--- config.mk ---
export PLATFORM = sky130hd
export DESIGN_NAME = wxr_reduce
export DESIGN_NICKNAME = d
export VERILOG_FILES = /design/src/rtl/wxr_pkg.sv /design/src/rtl/wxr_first_level.sv /design/src/rtl/wxr_fold_tree.sv /design/src/rtl/wxr_seg_select.sv /design/src/rtl/wxr_result_reg.sv /design/src/rtl/wxr_reduce.sv
export SDC_FILE = /design/constraint.sdc
export NUM_CORES = 1
export LEC_CHECK = 0
export BUFFER_PORTS_ARGS = -buffer_cell sky130_fd_sc_hd__buf_4
export CORE_UTILIZATION = 46
export CTS_CLUSTER_SIZE = 28
export DETAILED_ROUTE_END_ITERATION = 6
export GPL_TIMING_DRIVEN = 0
export HOLD_SLACK_MARGIN = 0.06
export PLACE_DENSITY = 0.84
export SYNTH_ARGS = -nofsm -noshare
export SYNTH_HDL_FRONTEND = slang
export SYNTH_HIERARCHICAL = 1
export SYNTH_SLANG_ARGS = --single-unit
--- constraint.sdc ---
create_clock -name clk -period 4.31 [get_ports clk]
set_clock_uncertainty 0.05 [all_clocks]
set_input_delay 0.6465 -clock clk [delete_from_list [all_inputs] [get_ports clk]]
set_output_delay 0.6465 -clock clk [all_outputs]
set_load 0.02 [all_outputs]
--- src/rtl/wxr_pkg.sv ---
package wxr_pkg;

    localparam int LANE_W  = 48;
    localparam int SEG_MAX = 8;
    localparam int LEAF_W  = LANE_W / SEG_MAX;
    localparam int LEVELS  = $clog2(SEG_MAX);
    localparam int MODE_W  = $clog2(LEVELS + 1);

    typedef enum logic [MODE_W-1:0] {
        SEG_OCT  = 2'd0,
        SEG_QUAD = 2'd1,
        SEG_DUAL = 2'd2,
        SEG_ONE  = 2'd3
    } seg_mode_e;

    typedef struct packed {
        logic      clr;
        logic      en;
        logic      acc;
        seg_mode_e mode;
    } wxr_ctl_s;

    typedef logic [SEG_MAX-1:0] seg_vec_t;

    function automatic int seg_count(seg_mode_e m);
        return SEG_MAX >> int'(m);
    endfunction

    function automatic seg_vec_t active_mask(seg_mode_e m);
        seg_vec_t msk;
        msk = '0;
        for (int i = 0; i < SEG_MAX; i++) begin
            if (i < seg_count(m)) begin
                msk[i] = 1'b1;
            end
        end
        return msk;
    endfunction

endpackage

--- src/rtl/wxr_first_level.sv ---
module wxr_first_level
    import wxr_pkg::*;
#(
    parameter int W = LANE_W
) (
    input  logic         gate,
    input  logic [W-1:0] x,
    input  logic [W-1:0] y,
    input  logic [W-1:0] z,
    output logic [W-1:0] t
);

    // Operand isolation: when gate is low the tree sees constant zeros.
    logic [W-1:0] xg;
    logic [W-1:0] yg;
    logic [W-1:0] zg;

    always_comb begin
        xg = x & {W{gate}};
        yg = y & {W{gate}};
        zg = z & {W{gate}};
    end

    for (genvar b = 0; b < W; b++) begin : g_bit
        assign t[b] = xg[b] ^ yg[b] ^ zg[b];
    end

endmodule

--- src/rtl/wxr_fold_tree.sv ---
module wxr_fold_tree
    import wxr_pkg::*;
#(
    parameter int W    = LANE_W,
    parameter int SEGS = SEG_MAX,
    localparam int LW  = W / SEGS,
    localparam int LV  = $clog2(SEGS)
) (
    input  logic [W-1:0]             t,
    output logic [LV:0][SEGS-1:0]    lvl
);

    // Level 0: one parity per leaf of LW bits.
    for (genvar i = 0; i < SEGS; i++) begin : g_leaf
        assign lvl[0][i] = ^t[i*LW +: LW];
    end

    // Each higher level pairs neighbours of the level below.
    for (genvar k = 1; k <= LV; k++) begin : g_level
        for (genvar i = 0; i < SEGS; i++) begin : g_node
            if (i < (SEGS >> k)) begin : g_pair
                assign lvl[k][i] = lvl[k-1][2*i] ^ lvl[k-1][2*i+1];
            end else begin : g_pad
                assign lvl[k][i] = 1'b0;
            end
        end
    end

endmodule

--- src/rtl/wxr_seg_select.sv ---
module wxr_seg_select
    import wxr_pkg::*;
#(
    parameter int SEGS = SEG_MAX,
    localparam int LV  = $clog2(SEGS)
) (
    input  seg_mode_e               mode,
    input  logic [LV:0][SEGS-1:0]   lvl,
    output logic [SEGS-1:0]         seg,
    output logic [SEGS-1:0]         mask
);

    always_comb begin
        seg  = '0;
        mask = '0;
        for (int k = 0; k <= LV; k++) begin
            if (int'(mode) == k) begin
                seg = lvl[k];
                for (int i = 0; i < SEGS; i++) begin
                    mask[i] = (i < (SEGS >> k));
                end
            end
        end
    end

endmodule

--- src/rtl/wxr_result_reg.sv ---
module wxr_result_reg
    import wxr_pkg::*;
#(
    parameter int SEGS = SEG_MAX
) (
    input  logic            clk,
    input  logic            rst,
    input  wxr_ctl_s        ctl,
    input  logic [SEGS-1:0] seg,
    input  logic [SEGS-1:0] mask,
    output logic [SEGS-1:0] q
);

    logic [SEGS-1:0] fold;
    logic [SEGS-1:0] nxt;

    always_comb begin
        fold = ctl.acc ? q : '0;
        nxt  = (seg ^ fold) & mask;
    end

    always_ff @(posedge clk) begin
        if (rst || ctl.clr) begin
            q <= '0;
        end else if (ctl.en) begin
            q <= nxt;
        end
    end

endmodule

--- src/rtl/wxr_reduce.sv ---
module wxr_reduce
    import wxr_pkg::*;
#(
    parameter int W    = LANE_W,
    parameter int SEGS = SEG_MAX,
    localparam int LV  = $clog2(SEGS)
) (
    input  logic         clk,
    input  logic         rst,
    input  logic         clr,
    input  logic         en,
    input  logic         acc,
    input  logic [1:0]   mode,
    input  logic [W-1:0] x,
    input  logic [W-1:0] y,
    input  logic [W-1:0] z,
    output logic [SEGS-1:0] par
);

    wxr_ctl_s              ctl;
    logic [W-1:0]          t;
    logic [LV:0][SEGS-1:0] lvl;
    logic [SEGS-1:0]       seg;
    logic [SEGS-1:0]       mask;

    always_comb begin
        ctl.clr  = clr;
        ctl.en   = en;
        ctl.acc  = acc;
        ctl.mode = seg_mode_e'(mode);
    end

    wxr_first_level #(.W(W)) u_first (
        .gate (en),
        .x    (x),
        .y    (y),
        .z    (z),
        .t    (t)
    );

    wxr_fold_tree #(.W(W), .SEGS(SEGS)) u_tree (
        .t   (t),
        .lvl (lvl)
    );

    wxr_seg_select #(.SEGS(SEGS)) u_sel (
        .mode (ctl.mode),
        .lvl  (lvl),
        .seg  (seg),
        .mask (mask)
    );

    wxr_result_reg #(.SEGS(SEGS)) u_reg (
        .clk  (clk),
        .rst  (rst),
        .ctl  (ctl),
        .seg  (seg),
        .mask (mask),
        .q    (par)
    );

endmodule

# Word level (Yosys, flattened, before mapping)

Cells that the tools add are included.

Reduce and logical (&&, ||, !) cells: 10
Bitwise logic cells: 108
Multiplexer cells: 9
Equal/unequal tests: 3

Operators by type and width:

| operator                                                               | count |
|---|---|
| 48-bit AND                                                             | 3 |
| 1-bit bitwise XOR                                                      | 103 |
| 8-bit two-way mux                                                      | 9 |
| 6-bit parity                                                           | 8 |
| 8-bit AND                                                              | 1 |
| 8-bit bitwise XOR                                                      | 1 |
| 2-bit equality test (second input constant)                            | 2 |
| 2-bit by 1-bit equality test with 1-bit output (second input constant) | 1 |
| 2-bit logical NOT                                                      | 1 |
| 1-bit logical OR                                                       | 1 |

Bits of input ports: 151
Output and inout bits: 8
Flip-flop bits (word level): 8

# Depth between registers and ports, before layout

Word-level depth: 10
Gate-level depth with buffers: 11
Mapped depth without buffers: 10

# Cells and area by module

Netlist, hierarchy kept.

By module, submodules not included:

| module          | area each (sq um) | times used | sequential area each (sq um) | cells an instance |
|---|---|---|---|---|
| wxr_first_level | 1,411.4           | 1          | 0.0                          | 101 |
| wxr_fold_tree   | 616.8             | 1          | 0.0                          | 66 |
| wxr_result_reg  | 436.7             | 1          | 160.2                        | 52 |
| wxr_seg_select  | 249.0             | 1          | 0.0                          | 19 |

# Worst setup path after synthesis

Ideal clock, no wire load.

Path kind: input port to flip-flop
From: input x[0]
To: register u_reg.q[0]
Buffers on the path: 0
Required time: 4.186 ns
Slack: 0.933 ns
Arrival time: 3.253 ns
Setup time: 0.074 ns
Stages: 10
Cells stage by stage: xnor3_1 -> nor2b_1 -> xnor2_1 -> xnor3_1 -> xnor3_2 -> xor2_2 -> xnor3_1 -> mux4_2 -> nand4b_1 -> a31oi_1

RTL lines:

| item                 | line                 | RTL |
|---|---|---|
| start, declared      | wxr_reduce.sv:14     | `input logic [W-1:0] x,` |
| end signal, assigned | wxr_result_reg.sv:26 | `q <= nxt;` |
| end, declared        | wxr_result_reg.sv:11 | `output logic [SEGS-1:0] q` |

==> impl_results.md <==
* Status: complete, no violations
* Util after Layout at between 70% and 80%
* Leak Pwr at around 0.0022 µW
* Max reg flops at 8
* CP Class: primary input to flop
* Crit-path most repeated cell: xnor3_1
* Total wire length at approximately 6000 µm
* Switching power share of the total at 32.2%
* Root Buffer: clkbuf_8
* CP cell instances: buf_4 > clkbuf_1 > nor2b_1 > xnor2_1 > xnor3_1 > xnor3_2 > xor2_2 > xnor3_1 > mux4_2 > nand4b_1 > a31oi_1
* Core area at 0.00561 mm²
* Port bufs at between 150 and 200
* YS warnings at 6
* Post-synth ARST share at 0%
* Minimum clock period at roughly 3.6 ns
* Power Density at 246 mW/mm²
* Antenna fix cells at 0
* CTS Sinks at 8
* Hold depth at 2
* Critical path depth at 11
* TritonCTS clock tree: done
* Mapped cell area at 0.00271 mm²
* Top reg by flops: u_reg/q
* Register area share after synthesis at 5.90%
* Count of different cell masters after synthesis at 26
* Synthesized flop and latch total at 8
* Die Wd at 78.8 µm
* Buffers and inverters on the worst path at 2
* Clock Tree Buf Depth at 2
* Initial Util at roughly 48%
* IO Count at 159
* CP arrival at 3.68 ns
* Pre-CTS setup slack at between 0.4 and 0.5 ns
* Hold Path Class: flop to flop
* Peak supply drop at 0.000208 V
* Slew Viols, Final at 0
* Clock slew at reported path FFs at around 0.040 ns
* Internal at 681 µW
* GPL Wtd Cong at 0.749
* DRT antenna net count at 0
* Clk pwr share at 9.1%
* Delay-heaviest family, CP: XOR/XNOR gates
* Initial DRT Pass Iterations at 4
* Max Freq at 280 MHz
* Die H at 78.8 µm
* Endpoints failing setup at 0
* Post-route clock period utilization at 83.0%
* Post-synth EDFFs at 0
* Top FF cell, synth: dfxtp_1
* Drt initial violations at 61
* Post-CTS Setup Bufs at 0
* Grt ovf at 0
* CTS Buf Count at 3
* Seq pwr share at 8.5%
* Initial antenna violation count at 0
* Hold_buf cts at 0
* Post-DP HPWL at 5320 µm
* Vias in the first global route at 2346
* Avg Vias per Cell at 4.74
* Post-CTS sizing at 0
* DRC viols at 0
* Crit end category: flop
* GRT Total Usage at 19.6%
* Area Growth Syn to Fin at 50.5%
* CP peak stage delay at 0.51 ns
* Post-layout worst setup margin at 0.734 ns
* Fin Hold WS at 0.467 ns
* RSZ-0062 raised after global routing: no
* Comb pwr share at 82.4%
* Data required, critical path at 4.41 ns
* R2R cell count at 2
* DR WL/cell at 12.7 µm
* Largest net degree at the start of global routing at 11
* First-pass GRT wire length at slightly below 10000 µm
* Setup TNS at 0 ns
* Crit-path max FO at 10
* CP max stage cell: mux4_2
* Post-Syn Instances at 238
* NetSw at 323 µW
* Rows at 27
* Skew-Pair Late Insertion Delay at 0.23 ns
* Hold Vio Cnt, Final at 0
* Full die area at about 0.0062 mm²
* Syn_area_per_cell at 11.4 µm²
* Startpoint class of the critical path: primary input
* H-tree Lvls at 1
* Top Registers: u_reg/q x8
* Vias at 2302
* Final nets at 567
* Layout cells sized above 1 at 48.8%
* Max Cap Viol at 0
==> cell usage in the layout, fill, tap and decap left out, drive strengths merged <==
| cell type | count |
|---|---|
| a31oi | 8 |
| buf | 185 |
| clkbuf | 7 |
| conb | 18 |
| dfxtp | 8 |
| inv | 5 |
| mux4 | 8 |
| nand2 | 8 |
| nand2b | 8 |
| nand3 | 1 |
| nand4 | 7 |
| nand4b | 8 |
| nor2 | 1 |
| nor2b | 48 |
| or2 | 1 |
| xnor2 | 33 |
| xnor3 | 53 |
| xor2 | 7 |
==> stage by stage <==
| stage | cells | area (µm²) | total power, µW |
|---|---|---|---|
| 6_report | 486 | 4080 | 1000 |
| 5_1_grt | 486 | 4080 | 1070 |
| 4_1_cts | 486 | 4080 | 1010 |
| 3_5_place_dp | 483 | 4040 | 914 |
| 3_3_place_gp | 483 | 4040 | 899 |
| 2_1_floorplan | 254 | 2770 | 715 |
==> area by class of cell <==
class / count / area, µm²
multi-input combinational: 209 / 2370
fill: 429 / 1520
timing repair buffer: 157 / 1180
buffer: 32 / 223
sequential: 8 / 160
tap: 72 / 90.1
clock buffer: 3 / 41.3
inverter: 5 / 18.8
==> final timing paths <==
kind	startpoint	to	slack, ns
max	en	u_reg/q[0]	0.73
min reg2reg	u_reg/q[7]	u_reg/q[7]	0.47
max reg2reg	u_reg/q[6]	u_reg/q[6]	3.47
min	u_reg/q[7]	u_reg/q[7]	0.47
==> tightest hold or removal path, delay by kind of cell (launching register included) <==
family,cells,cell delay (ns)
compound gates,1,0.06
flops,1,0.33
simple gates,1,0.07
==> cells in the mapped netlist, types with 2 or more instances <==
| master | number | area (µm²) |
|---|---|---|
| dfxtp_1 | 8 | 160 |
| a31oi_1 | 8 | 50.1 |
| clkbuf_1 | 2 | 7.51 |
| nor2b_1 | 46 | 288 |
| nand4b_1 | 8 | 70.1 |
| nand2_1 | 8 | 30.0 |
| mux4_2 | 8 | 180 |
| nand2b_1 | 8 | 50.1 |
| buf_4 | 24 | 180 |
| inv_1 | 5 | 18.8 |
| nor2b_2 | 2 | 17.5 |
| xor2_1 | 6 | 52.6 |
| xnor2_1 | 32 | 280 |
| conb_1 | 2 | 7.51 |
| xnor3_1 | 52 | 1170 |
| buf_2 | 2 | 10.0 |
| clkbuf_2 | 2 | 10.0 |
| nand4_1 | 7 | 43.8 |
==> routing by layer <==
metal / part of all wire (%) / track usage, % / wire, µm
met3: 5.8 / 1.95 / 356
met1: 36 / 21.6 / 2200
met5: 0 / 0 / 0
met2: 58 / 40.7 / 3600
met4: 0 / 2.73 / 0
==> logic make-up after synthesis <==
logic type | count (synthesis) | synth area share, %
buf+inv | 37 | 8.90
mux | 8 | 6.64
xor+xnor | 93 | 57.5
simple gates | 82 | 18.9
other cells | 2 | 0.277
compound gates | 8 | 1.84
flops | 8 | 5.90
==> power groups by stage <==
stage | clock network, µW | logic, µW | registers, µW
floorplan | 0 | 623 | 91.2
global placement | 0 | 813 | 85.8
detailed placement | 0 | 827 | 86.6
CTS | 91.9 | 831 | 85.4
global route | 97.4 | 890 | 85.8
finish | 90.9 | 828 | 85.4
Note: power is estimated with default switching activity, not from simulation.
